$ cat src/rtl/ptpclk_pkg.sv
package ptpclk_pkg;
    localparam int SEC_W   = 32;
    localparam int NS_W    = 30;
    localparam int PHASE_W = 3;
    localparam int FRAC_W  = 32;
    localparam int MAG_W   = 30;
    localparam int RATE_W  = 32;

    typedef struct packed {
        logic [SEC_W-1:0]   sec;
        logic [NS_W-1:0]    ns;
        logic [PHASE_W-1:0] phase;
    } ptime_t;
endpackage

$ cat src/rtl/ptpclk_rate.sv
module ptpclk_rate
    import ptpclk_pkg::*;
#(
    parameter int NOM_INC = 40
) (
    input  logic             clk_i,
    input  logic             rst_ni,
    input  logic             adv_i,
    input  logic             rate_en_i,
    input  logic             faster_i,
    input  logic [MAG_W-1:0] mag_i,
    output logic [NS_W-1:0]  inc_o
);
    typedef struct packed {
        logic [FRAC_W-1:0] frac;
    } rate_st_t;

    rate_st_t        st_d, st_q;
    logic [FRAC_W:0] up_sum;
    logic [FRAC_W:0] dn_diff;

    always_comb begin
        st_d    = st_q;
        up_sum  = {1'b0, st_q.frac} + (FRAC_W+1)'(mag_i);
        dn_diff = {1'b0, st_q.frac} - (FRAC_W+1)'(mag_i);
        inc_o   = NS_W'(NOM_INC);
        if (rate_en_i) begin
            if (faster_i) begin
                if (up_sum[FRAC_W]) inc_o = NS_W'(NOM_INC + 1);
                if (adv_i) st_d.frac = up_sum[FRAC_W-1:0];
            end else begin
                if (dn_diff[FRAC_W]) inc_o = NS_W'(NOM_INC - 1);
                if (adv_i) st_d.frac = dn_diff[FRAC_W-1:0];
            end
        end
    end

    always_ff @(posedge clk_i or negedge rst_ni) begin
        if (!rst_ni) st_q <= '0;
        else         st_q <= st_d;
    end
endmodule

$ cat src/rtl/ptpclk_norm.sv
module ptpclk_norm
    import ptpclk_pkg::*;
#(
    parameter int NS_ROLL = 1000000000
) (
    input  logic [SEC_W-1:0] sec_i,
    input  logic [NS_W-1:0]  ns_i,
    input  logic [NS_W-1:0]  inc_i,
    input  logic             step_en_i,
    input  logic             step_add_i,
    input  logic [SEC_W-1:0] ssec_i,
    input  logic [NS_W-1:0]  sns_i,
    output logic [SEC_W-1:0] sec_o,
    output logic [NS_W-1:0]  ns_o
);
    localparam int SUM_W = NS_W + 2;
    localparam logic [SUM_W-1:0] ROLL1 = SUM_W'(NS_ROLL);
    localparam logic [SUM_W-1:0] ROLL2 = SUM_W'(64'(NS_ROLL) * 2);

    logic [SUM_W-1:0] base_ns;
    logic [SUM_W-1:0] step_ns;
    logic [SUM_W-1:0] work;
    logic [SUM_W-1:0] res_ns;
    logic [SEC_W-1:0] step_sec;
    logic [SEC_W-1:0] sec_tmp;
    logic [1:0]       carry_up;
    logic             borrow;
    logic             adding;

    always_comb begin
        base_ns  = SUM_W'(ns_i) + SUM_W'(inc_i);
        step_ns  = step_en_i ? SUM_W'(sns_i) : '0;
        step_sec = step_en_i ? ssec_i : '0;
        adding   = !step_en_i || step_add_i;
        carry_up = 2'd0;
        borrow   = 1'b0;
        work     = '0;
        if (adding) begin
            work = base_ns + step_ns;
            if (work >= ROLL2) begin
                res_ns   = work - ROLL2;
                carry_up = 2'd2;
            end else if (work >= ROLL1) begin
                res_ns   = work - ROLL1;
                carry_up = 2'd1;
            end else begin
                res_ns = work;
            end
        end else if (base_ns >= step_ns) begin
            work = base_ns - step_ns;
            if (work >= ROLL1) begin
                res_ns   = work - ROLL1;
                carry_up = 2'd1;
            end else begin
                res_ns = work;
            end
        end else begin
            res_ns = base_ns + ROLL1 - step_ns;
            borrow = 1'b1;
        end
        sec_tmp = sec_i + SEC_W'(carry_up) - SEC_W'(borrow);
        sec_o   = adding ? (sec_tmp + step_sec) : (sec_tmp - step_sec);
        ns_o    = res_ns[NS_W-1:0];
    end
endmodule

$ cat src/rtl/ptpclk_shadow.sv
module ptpclk_shadow
    import ptpclk_pkg::*;
(
    input  logic   clk_i,
    input  logic   rst_ni,
    input  logic   cap_i,
    input  ptime_t live_i,
    input  logic   wr_i,
    input  ptime_t wval_i,
    output ptime_t sh_o
);
    ptime_t sh_d, sh_q;

    always_comb begin
        sh_d = sh_q;
        if (cap_i)     sh_d = live_i;
        else if (wr_i) sh_d = wval_i;
    end

    always_ff @(posedge clk_i or negedge rst_ni) begin
        if (!rst_ni) sh_q <= '0;
        else         sh_q <= sh_d;
    end

    assign sh_o = sh_q;
endmodule

$ cat src/rtl/ptp_time_clock.sv
module ptp_time_clock
    import ptpclk_pkg::*;
#(
    parameter int NOM_INC = 40,
    parameter int NS_ROLL = 1000000000
) (
    input  logic               clk_i,
    input  logic               rst_ni,
    input  logic               clk_en_i,
    input  logic               tick_i,
    input  logic               rate_en_i,
    input  logic [RATE_W-1:0]  rate_word_i,
    input  logic               cmd_read_i,
    input  logic               cmd_load_i,
    input  logic               cmd_step_i,
    input  logic               step_add_i,
    input  logic               sh_wr_i,
    input  logic [SEC_W-1:0]   sh_wsec_i,
    input  logic [NS_W-1:0]    sh_wns_i,
    input  logic [PHASE_W-1:0] sh_wphase_i,
    output logic [SEC_W-1:0]   sh_sec_o,
    output logic [NS_W-1:0]    sh_ns_o,
    output logic [PHASE_W-1:0] sh_phase_o,
    output logic [SEC_W-1:0]   time_sec_o,
    output logic [NS_W-1:0]    time_ns_o,
    output logic [PHASE_W-1:0] time_phase_o
);
    localparam logic [PHASE_W-1:0] PHASE_MAX = {PHASE_W{1'b1}};

    ptime_t           time_d, time_q;
    ptime_t           shadow;
    ptime_t           sw_val;
    logic             advance;
    logic             step_en;
    logic [NS_W-1:0]  rate_inc;
    logic [NS_W-1:0]  tick_inc;
    logic [SEC_W-1:0] norm_sec;
    logic [NS_W-1:0]  norm_ns;

    assign advance  = clk_en_i && tick_i && !cmd_load_i;
    assign step_en  = cmd_step_i && !cmd_load_i;
    assign tick_inc = advance ? rate_inc : '0;
    assign sw_val   = '{sec: sh_wsec_i, ns: sh_wns_i, phase: sh_wphase_i};

    ptpclk_rate #(.NOM_INC(NOM_INC)) i_rate (
        .clk_i     (clk_i),
        .rst_ni    (rst_ni),
        .adv_i     (advance),
        .rate_en_i (rate_en_i),
        .faster_i  (rate_word_i[RATE_W-1]),
        .mag_i     (rate_word_i[MAG_W-1:0]),
        .inc_o     (rate_inc)
    );

    ptpclk_norm #(.NS_ROLL(NS_ROLL)) i_norm (
        .sec_i      (time_q.sec),
        .ns_i       (time_q.ns),
        .inc_i      (tick_inc),
        .step_en_i  (step_en),
        .step_add_i (step_add_i),
        .ssec_i     (shadow.sec),
        .sns_i      (shadow.ns),
        .sec_o      (norm_sec),
        .ns_o       (norm_ns)
    );

    ptpclk_shadow i_shadow (
        .clk_i  (clk_i),
        .rst_ni (rst_ni),
        .cap_i  (cmd_read_i),
        .live_i (time_q),
        .wr_i   (sh_wr_i),
        .wval_i (sw_val),
        .sh_o   (shadow)
    );

    always_comb begin
        time_d = time_q;
        if (cmd_load_i) begin
            time_d = shadow;
        end else begin
            time_d.sec = norm_sec;
            time_d.ns  = norm_ns;
            if (clk_en_i) begin
                if (tick_i)                     time_d.phase = '0;
                else if (time_q.phase != PHASE_MAX) time_d.phase = time_q.phase + 1'b1;
            end
        end
    end

    always_ff @(posedge clk_i or negedge rst_ni) begin
        if (!rst_ni) time_q <= '0;
        else         time_q <= time_d;
    end

    assign time_sec_o   = time_q.sec;
    assign time_ns_o    = time_q.ns;
    assign time_phase_o = time_q.phase;
    assign sh_sec_o     = shadow.sec;
    assign sh_ns_o      = shadow.ns;
    assign sh_phase_o   = shadow.phase;
endmodule

$ cat config.mk
export PLATFORM = sky130hd
export DESIGN_NAME = ptp_time_clock
export DESIGN_NICKNAME = d
export VERILOG_FILES = /design/src/rtl/ptpclk_pkg.sv /design/src/rtl/ptpclk_rate.sv /design/src/rtl/ptpclk_norm.sv /design/src/rtl/ptpclk_shadow.sv /design/src/rtl/ptp_time_clock.sv
export SDC_FILE = /design/constraint.sdc
export NUM_CORES = 1
export LEC_CHECK = 0
export BUFFER_PORTS_ARGS = -buffer_cell sky130_fd_sc_hd__buf_2
export CAP_MARGIN = 20
export CELL_PAD_IN_SITES_DETAIL_PLACEMENT = 1
export CELL_PAD_IN_SITES_GLOBAL_PLACEMENT = 1
export CORE_ASPECT_RATIO = 0.8
export CORE_MARGIN = 2
export CORE_UTILIZATION = 35
export DETAILED_ROUTE_END_ITERATION = 8
export GPL_ROUTABILITY_DRIVEN = 0
export PLACE_DENSITY = 0.71
export REMOVE_ABC_BUFFERS = 1
export SKIP_CTS_REPAIR_TIMING = 1
export SYNTH_ARGS = -nofsm -noshare
export SYNTH_HDL_FRONTEND = slang
export SYNTH_SLANG_ARGS = --single-unit
$ cat constraint.sdc
create_clock -name clk_i -period 16.13 [get_ports clk_i]
set_input_delay 0.8065 -clock clk_i [delete_from_list [all_inputs] [get_ports clk_i]]
set_output_delay 0.8065 -clock clk_i [all_outputs]
set_load 0.01 [all_outputs]
Yosys cells after proc, flatten, opt, wreduce, memory -nomap -nowiden
Index checks and enable logic that the tools add are counted.

Register bits after elaboration: 162. Input bits: 107. Output and inout port bits: 130. Logic and storage cells: 67.

Add/subtract/negate cells: 15. $lt $le $gt $ge: 4. Equality and inequality tests: 1. Mux-type cells: 29. Reduce and logical (&&, ||, !) cells: 11.

Operators with widths (count): 2-to-1 mux 30 bit (9); 2-to-1 mux 65 bit (3); 2-to-1 mux 32 bit (5); subtractor 30 bit, second input constant (3); >= comparator 32 x 30 -> 1 bit, second input constant (2); adder 32 x 30 -> 33 bit (1); subtractor 32 x 30 -> 33 bit (1); adder 31 x 30 -> 32 bit (1); adder 32 x 2 -> 32 bit (1); adder 32 bit (1); >= comparator 32 x 31 -> 1 bit, second input constant (1); subtractor 31 x 30 -> 32 bit (1); subtractor 32 x 1 -> 32 bit (1); subtractor 32 bit (1); adder 30 x 30 -> 31 bit (1); >= comparator 31 x 30 -> 1 bit (1); adder 30 bit, second input constant (1); subtractor 30 bit (1); 2-to-1 mux 3 bit (3); 2-to-1 mux 2 bit (3); 2-to-1 mux 1 bit (5); 2-to-1 mux 4 bit (1); AND reduction 2 bit (2); nonzero test 2 bit (2); other kinds (6) (9).

Logic depth before layout (Yosys ltp)
Gate-level depths: netlist of run 1.

Word-level depth: 16. Depth in mapped cells: 70. Mapped depth without buffers: 68.

By module
From an unflattened synthesis of run 1, not the netlist that was laid out.

Cells, all modules: 3046. Area total of the unflattened synthesis: 23666.4 µm².

Modules (own cells, without submodules): ptpclk_norm (times used 1, cells each 1948, area each 13271.5 µm², sequential area each 0.0 µm²); ptpclk_rate (times used 1, cells each 634, area each 4649.5 µm², sequential area each 800.8 µm²); ptpclk_shadow (times used 1, cells each 281, area each 3031.7 µm², sequential area each 1626.6 µm²); ptp_time_clock (times used 1, cells each 183, area each 2713.9 µm², sequential area each 1626.6 µm²).

Worst setup path before layout of run 1
OpenSTA, ideal clock, no wires.

Kind: input -> register. Start: input rate_word_i[0]. End: register time_q, in the netlist time_sec_o[30]. Library setup time: 135 ps. Arrival: 13263 ps. Path slack: 2732 ps. Stages on the path: 62. Cells stage by stage: ha_1 fa_1 nor2b_1 o21ai_0 a21o_1 a211oi_1 a311oi_1 a31o_2 o311a_1 a21oi_1 a211oi_1 o21bai_1 a21oi_1 and2_1 a31o_2 ha_1 fa_1 a21o_1 [... 26 more ...] a31oi_1 o21ai_0 nor2_1 nor2_1 o21ai_0 nand2b_1 a21oi_1 xnor2_1 ha_1 or2_2 a21oi_1 a311oi_1 o21a_1 o21a_1 o221ai_1 o21ai_0 xnor2_1 o21ai_0.

RTL lines: start, declared (RTL line ptp_time_clock.sv:12) `input logic [RATE_W-1:0] rate_word_i,`; end signal, assigned (RTL line ptp_time_clock.sv:93) `else time_q <= time_d;`; end, declared (RTL line ptp_time_clock.sv:30) `ptime_t time_d, time_q;`.

==> results.md, run 1 <==
* Hold Path Class: in -> async
* Cell taking the most area after synthesis: dfrtp_1
* Final worst path period need at between 15 and 20 ns
* Placed insts at 3912
* Die height at 228 um
* Most frequent CP cell: o21ai_0
* Number of DRC markers in iteration 0 at 1730
* Initial antenna violation count at 3
* Sequential cell area at 4050 sq um
* Nets@finish at between 3000 and 4000
* DR vias/cell at 5.81
* Drt pass-1 iters at 5
* # H-tree levels at 4
* Share of layout cells above drive strength 1 at 0.118
* Internal at 2.78 mW
* Final hold vios at 0
* Post-route worst setup slack at 1.07 ns
* TritonCTS buffer count at 17
* I/O pins at 237
* Post-synth ARST share at 1.00
* Combinational power share at 0.798
* Max FO, Critical Path at 15
* # DRC at 0
* Post-Layout Cell Count at 3945
* Die span in x at 284 um
* Core ar. at between 60000 and 70000 sq um
* Clock skew at 0.0243 ns
* Sequential area share after synthesis at 0.184
* Synth top area share at 0.184
* Setup TNS at 0 ns
* Period utilization at 0.934
* First-pass GRT wire length at 132 mm
* Worst EP required at between 15 and 20 ns
* Clock sink count at 162
* Largest net degree at the start of global routing at 93
* Synthesized area per cell at 7.53 sq um
* Status: finished clean
* Port Buffers at 235
* Number of synthesized flops with an enable pin at 0
* Max Cap Viol at 0
* Grt ovf at 0
* P_leak at 11.5 nW
* Worst path buffer plus inverter count at 2
* All-Layer GR Usage at 0.256
* Setup-failing EPs final at 0
* Gate Count Post-Synth at 2926
* Pwr Total at 6.36 mW
* Hpwl dp at between 60 and 70 mm
* Worst setup SP type: register
* Top post-synthesis cells by area: dfrtp_1 (18%), ha_1 (14%), xnor2_1 (6.2%)
* Net switching power at between 3 and 4 mW
* Sw Ratio at 0.564
* FF+latch count, synth at 162
* Number of routed nets with antenna violations at 0
* Finished Cell Area at 24600 sq um
* Avg WL per Cell at 21.5 um
* Die area at 65000 sq um
* Clock power share at 0.065
* Clock Latency Late Sink at 0.51 ns
* Seq pwr share at 0.136
* Top FF cell, synth: dfrtp_1
* PwrDens at 258 nW/um^2
* Footprint of the multi-input gates at 16700 sq um
* Post-DP Area at 24000 sq um
* Filler cells at 7836
* CP top delay family: compound AO/OA/AOI/OAI gates
* WHS at roughly 0.25 ns
* Post-Route WL at about 85 mm
* CTS tree: built
* Critical path class: reg -> reg
* Crit path DAT at 15.43 ns
* Area Growth Syn to Fin at 11.8%
* Worst vdd ir at 0.0837 mV
* Max incr delay on CP at 0.59 ns
* Mapped Area at 22000 sq um
* Least-Margin Pin Slew at 1.08 ns
* Clock Tree Buf Depth at 2
* CP max stage cell: or4_1
* Fin. max-slew vios at 0
* Post-Place Worst Slack at roughly 0.43 ns
* Routed vias at 22903
* Count of cell types in the netlist at 97
* Initial cell density of the core at 0.353
* CP Capture Type: register
* Clk slew on worst S/H paths at around 0.09 ns
* Root buffer cell: clkbuf_16
* Yosys Warn Count at 0
* F_max at 66.4 MHz
* Relative slew slack at 0.276
* Vias in the first global route at 23226
* Row cnt at 82
* Final core utilization at 0.394
[cell type report]
class / count / area share
Inverter: 241 / 0.0367
Antenna cell: 1 / 0.000102
Timing Repair Buffer: 266 / 0.0578
Clock inverter: 12 / 0.00401
Tap cell: 840 / 0.0427
Clock buffer: 20 / 0.0181
Multi-Input combinational cell: 2403 / 0.676
Sequential cell: 162 / 0.165
[synthesized netlist by cell type (all sizes together), types with 16 or more instances]
cell	count
mux2i	89
xor2	66
a21oi	225
nand2b	36
xnor2	155
fa	24
clkbuf	90
or3	30
a31oi	27
and3	24
o31ai	25
dfrtp	162
o211ai	30
o21ai	255
a21o	64
or2	16
and2	19
nor3	71
nor4	26
ha	239
nand4	20
nand3	51
nor2	242
nand2	305
o21a	32
nor2b	31
o21bai	30
inv	236
a211oi	43
buf	30
[registers in the layout, summed over array words and instances (netlist names)]
register and count:
time_ns_o 30, i_shadow.sh_o 65, time_phase_o 3, time_sec_o 32
i_rate.st_q 32
[logic make-up after synthesis]
kind of cell	synth area share
flops	0.184
simple gates	0.193
compound gates	0.269
xor+xnor	0.0879
fa+ha+maj	0.158
mux	0.0450
buf+inv	0.0634
[power groups by stage]
stage | Combinational [mW] | Sequential, mW | Clock [mW]
2_1_floorplan | 3.56 | 0.803 | 0
3_3_place_gp | 4.72 | 0.858 | 0
3_5_place_dp | 4.93 | 0.868 | 0
4_1_cts | 4.97 | 0.862 | 0.434
5_1_grt | 5.56 | 0.890 | 0.445
6_report | 5.08 | 0.866 | 0.417
[cell usage in the layout, fill, tap and decap left out, drive strengths merged, types with 19 or more instances in the layout]
cell type,n
nor4,26
buf,265
a21oi,225
xor2,66
ha,239
nand4,20
a31oi,27
a211oi,43
nand3,51
xnor2,155
dfrtp,162
o21ai,255
nand2,305
or3,30
a21o,64
mux2i,89
o31ai,25
and3,24
o21bai,30
o211ai,30
o21a,32
nor2b,31
and2,19
nor2,242
nor3,71
inv,241
fa,24
nand2b,36
clkbuf,21
[worst register-to-register path: cells and delay by family (launching register included)]
| family | cells | cell delay [ns] |
|---|---|---|
| buffers and inverters | 2 | 0.09 |
| AND/OR/NAND/NOR | 14 | 3.04 |
| XOR/XNOR | 4 | 0.89 |
| AO/OA/AOI/OAI | 35 | 7.98 |
| flip-flops | 1 | 0.38 |
| adder cells (fa/ha/maj) | 9 | 2.58 |
[worst paths after layout]
path	startpoint	end	slack, ns	cells after the start
setup / recovery	i_rate.st_q[0]	time_sec_o[30]	1.07	64
hold / removal	rst_ni	i_rate.st_q[1]	0.25	1
setup reg to reg	i_rate.st_q[0]	time_sec_o[30]	1.07	64
hold reg to reg	i_rate.st_q[31]	i_rate.st_q[31]	0.50	1
max in group asynchronous	rst_ni	i_shadow.sh_o[22]	14.54	2
min in group clk_i	i_rate.st_q[31]	i_rate.st_q[31]	0.50	1
[per-layer routing]
metal  track usage  vias to the layer above  part of all wire
met2         0.414                      575              0.45
met4        0.0730                        2             0.023
met5             0                        -           0.00015
met1         0.352                    11471              0.47
met3        0.0381                      103             0.054
li1              -                    10752                 -
Note: power is estimated with default switching activity, not from simulation.
==> run 2: changes to the inputs <==
--- a/config.mk
+++ b/config.mk
@@ -14,6 +14,7 @@
 export CORE_UTILIZATION = 35
 export DETAILED_ROUTE_END_ITERATION = 8
 export GPL_ROUTABILITY_DRIVEN = 0
+export GPL_TIMING_DRIVEN = 0
 export PLACE_DENSITY = 0.71
 export REMOVE_ABC_BUFFERS = 1
 export SKIP_CTS_REPAIR_TIMING = 1
==> results.md, run 2 (synthesis gave the netlist of run 1 again) <==
* Clk slew on worst S/H paths at 0.08 ns
* Root buffer cell: clkbuf_16
* Final worst path period need at 15.37 ns
* Antenna cells at 0
* Largest net degree at the start of global routing at 103
* Max Used Layer: met4
* Die height at around 230 um
* Reg2reg start: i_rate.st_q[0]
* Least-Margin Pin Slew at 0.980 ns
* Number of routed nets with antenna violations at 0
* Max FO, Critical Path at 11
* Number of DRC markers in iteration 0 at approximately 1600
* Max incr delay on CP at 0.62 ns
* Worst EP required at 16.51 ns
* Vias in the first global route at 23429
* Final hold vios at 0
* Core ar. at 62500 sq um
* CP Capture Type: register
* Setup-failing EPs final at 0
* Status: finished clean
* Fin. max-slew vios at 0
* Period utilization at 0.953
* # H-tree levels at 4
* Pwr Total at about 6.5 mW
* R2r setup slk at 0.76 ns
* Met2 routed WL at between 30 and 40 mm
* Clock Latency Late Sink at 0.51 ns
* Initial antenna violation count at 1
* Hold Path Class: in -> async
* WL met3 at roughly 4.8 mm
* Die area at 65000 sq um
* Critical path class: reg -> reg
* Crit path DAT at 15.75 ns
* Row cnt at 82
* WL met1 at between 30 and 40 mm
* All-Layer GR Usage at 0.255
* CP max stage cell: a2111oi_1
* Clock skew at 0.0215 ns
* Port Buffers at 235
* F_max at 65.1 MHz
* Max Cap Viol at 0
* Relative slew slack at 0.345
* Initial cell density of the core at 0.353
* Post-Place Worst Slack at -0.565 ns
* Drt pass-1 iters at 5
* Commonest cells after routing, fill and taps aside: nand2_1 (302), o21ai_0 (243), nor2_1 (239)
* Clock Tree Buf Depth at 2
* PwrDens at around 260 nW/um^2
* Commonest non-fill, non-tap cell in the layout: nand2_1
* Area Growth Syn to Fin at 13.0%
* I/O pins at 237
* Hpwl dp at roughly 66 mm
* Routed vias at 22772
* P_leak at 11.5 nW
* DR vias/cell at 5.80
* TritonCTS buffer count at 17
* Most frequent CP cell: ha_1
* Die span in x at 284 um
* CTS tree: built
* First-pass GRT wire length at between 100 and 150 mm
* Nets@finish at approximately 3400
* Post-route worst setup slack at 0.764 ns
* Reg2reg path depth at 63
* # DRC at 0
* Share of layout cells above drive strength 1 at 0.121
* WHS at 0.205 ns
* Clock sink count at 162
* Setup crit start: i_rate.st_q[0]
* Post-Route WL at 84.6 mm
* Grt ovf at 0
* Avg WL per Cell at roughly 22 um
* Worst setup path endpoint: time_sec_o[30]
* RR Endpoint: time_sec_o[30]
* Worst setup SP type: register
* Worst vdd ir at 0.0942 mV
* Max reg flops at 65
==> run 2: cell types whose count changed in the layout (fill, tap and decap cells not counted), moves of 3 or more <==
cell       previous run  this run
xor2_2                0         3
ha_1                235       227
ha_2                  4        10
bufinv_16             0         4
buf_16                0         6
xor2_1               66        63
buf_4                34         7
==> run 2: power by group <==
part	internal, mW	switching [mW]	total, mW
registers	0.577	0.282	0.858
clock network	0.271	0.217	0.488
logic	2.01	3.12	5.14
total	2.86	3.62	6.48
==> run 2: layout make-up <==
type / instances / area (sq um)
clock buffers: 20 / 457
flip-flops and latches: 162 / 4050
fillers: 7738 / 37600
multi-input cells: 2404 / 16800
well taps: 840 / 1050
clock inverters: 12 / 191
repair buffers: 249 / 1450
inverters: 241 / 912
==> run 2: per-stage QoR <==
| step | utilization | cell area (sq um) | cells | TNS [ns] |
|---|---|---|---|---|
| 2_1_floorplan | - | 21500 | 2806 | 0 |
| 3_3_place_gp | 0.380 | 23800 | 3881 | -2.87 |
| 3_5_place_dp | 0.384 | 24000 | 3891 | -2.56 |
| 4_1_cts | 0.395 | 24700 | 3923 | -0.280 |
| 5_1_grt | 0.399 | 24900 | 3928 | -0.0736 |
| 6_report | 0.399 | 24900 | 3928 | 0 |
==> run 2: worst min path at each step <==
stage	cells after the start	slack [ns]	endpoint
2_1_floorplan	1	0.45	i_rate.st_q[31]
3_3_place_gp	1	0.48	i_rate.st_q[31]
3_5_place_dp	1	0.48	i_rate.st_q[30]
4_1_cts	1	0.21	i_rate.st_q[0]
5_1_grt	1	0.23	i_rate.st_q[0]
6_report	1	0.20	i_rate.st_q[0]
==> run 2: layer usage <==
metal,up-vias,GRT usage
met4,0,0.0880
met3,152,0.0449
met1,11303,0.347
li1,10719,-
met2,598,0.405
met5,-,0
==> run 2: worst max-delay path, delay by kind of cell (launching register included) <==
family | cells | cell delay [ns]
AO/OA/AOI/OAI | 35 | 8.34
XOR/XNOR | 4 | 0.80
adder cells (fa/ha/maj) | 9 | 2.60
buffers and inverters | 2 | 0.13
flip-flops | 1 | 0.41
AND/OR/NAND/NOR | 13 | 2.98
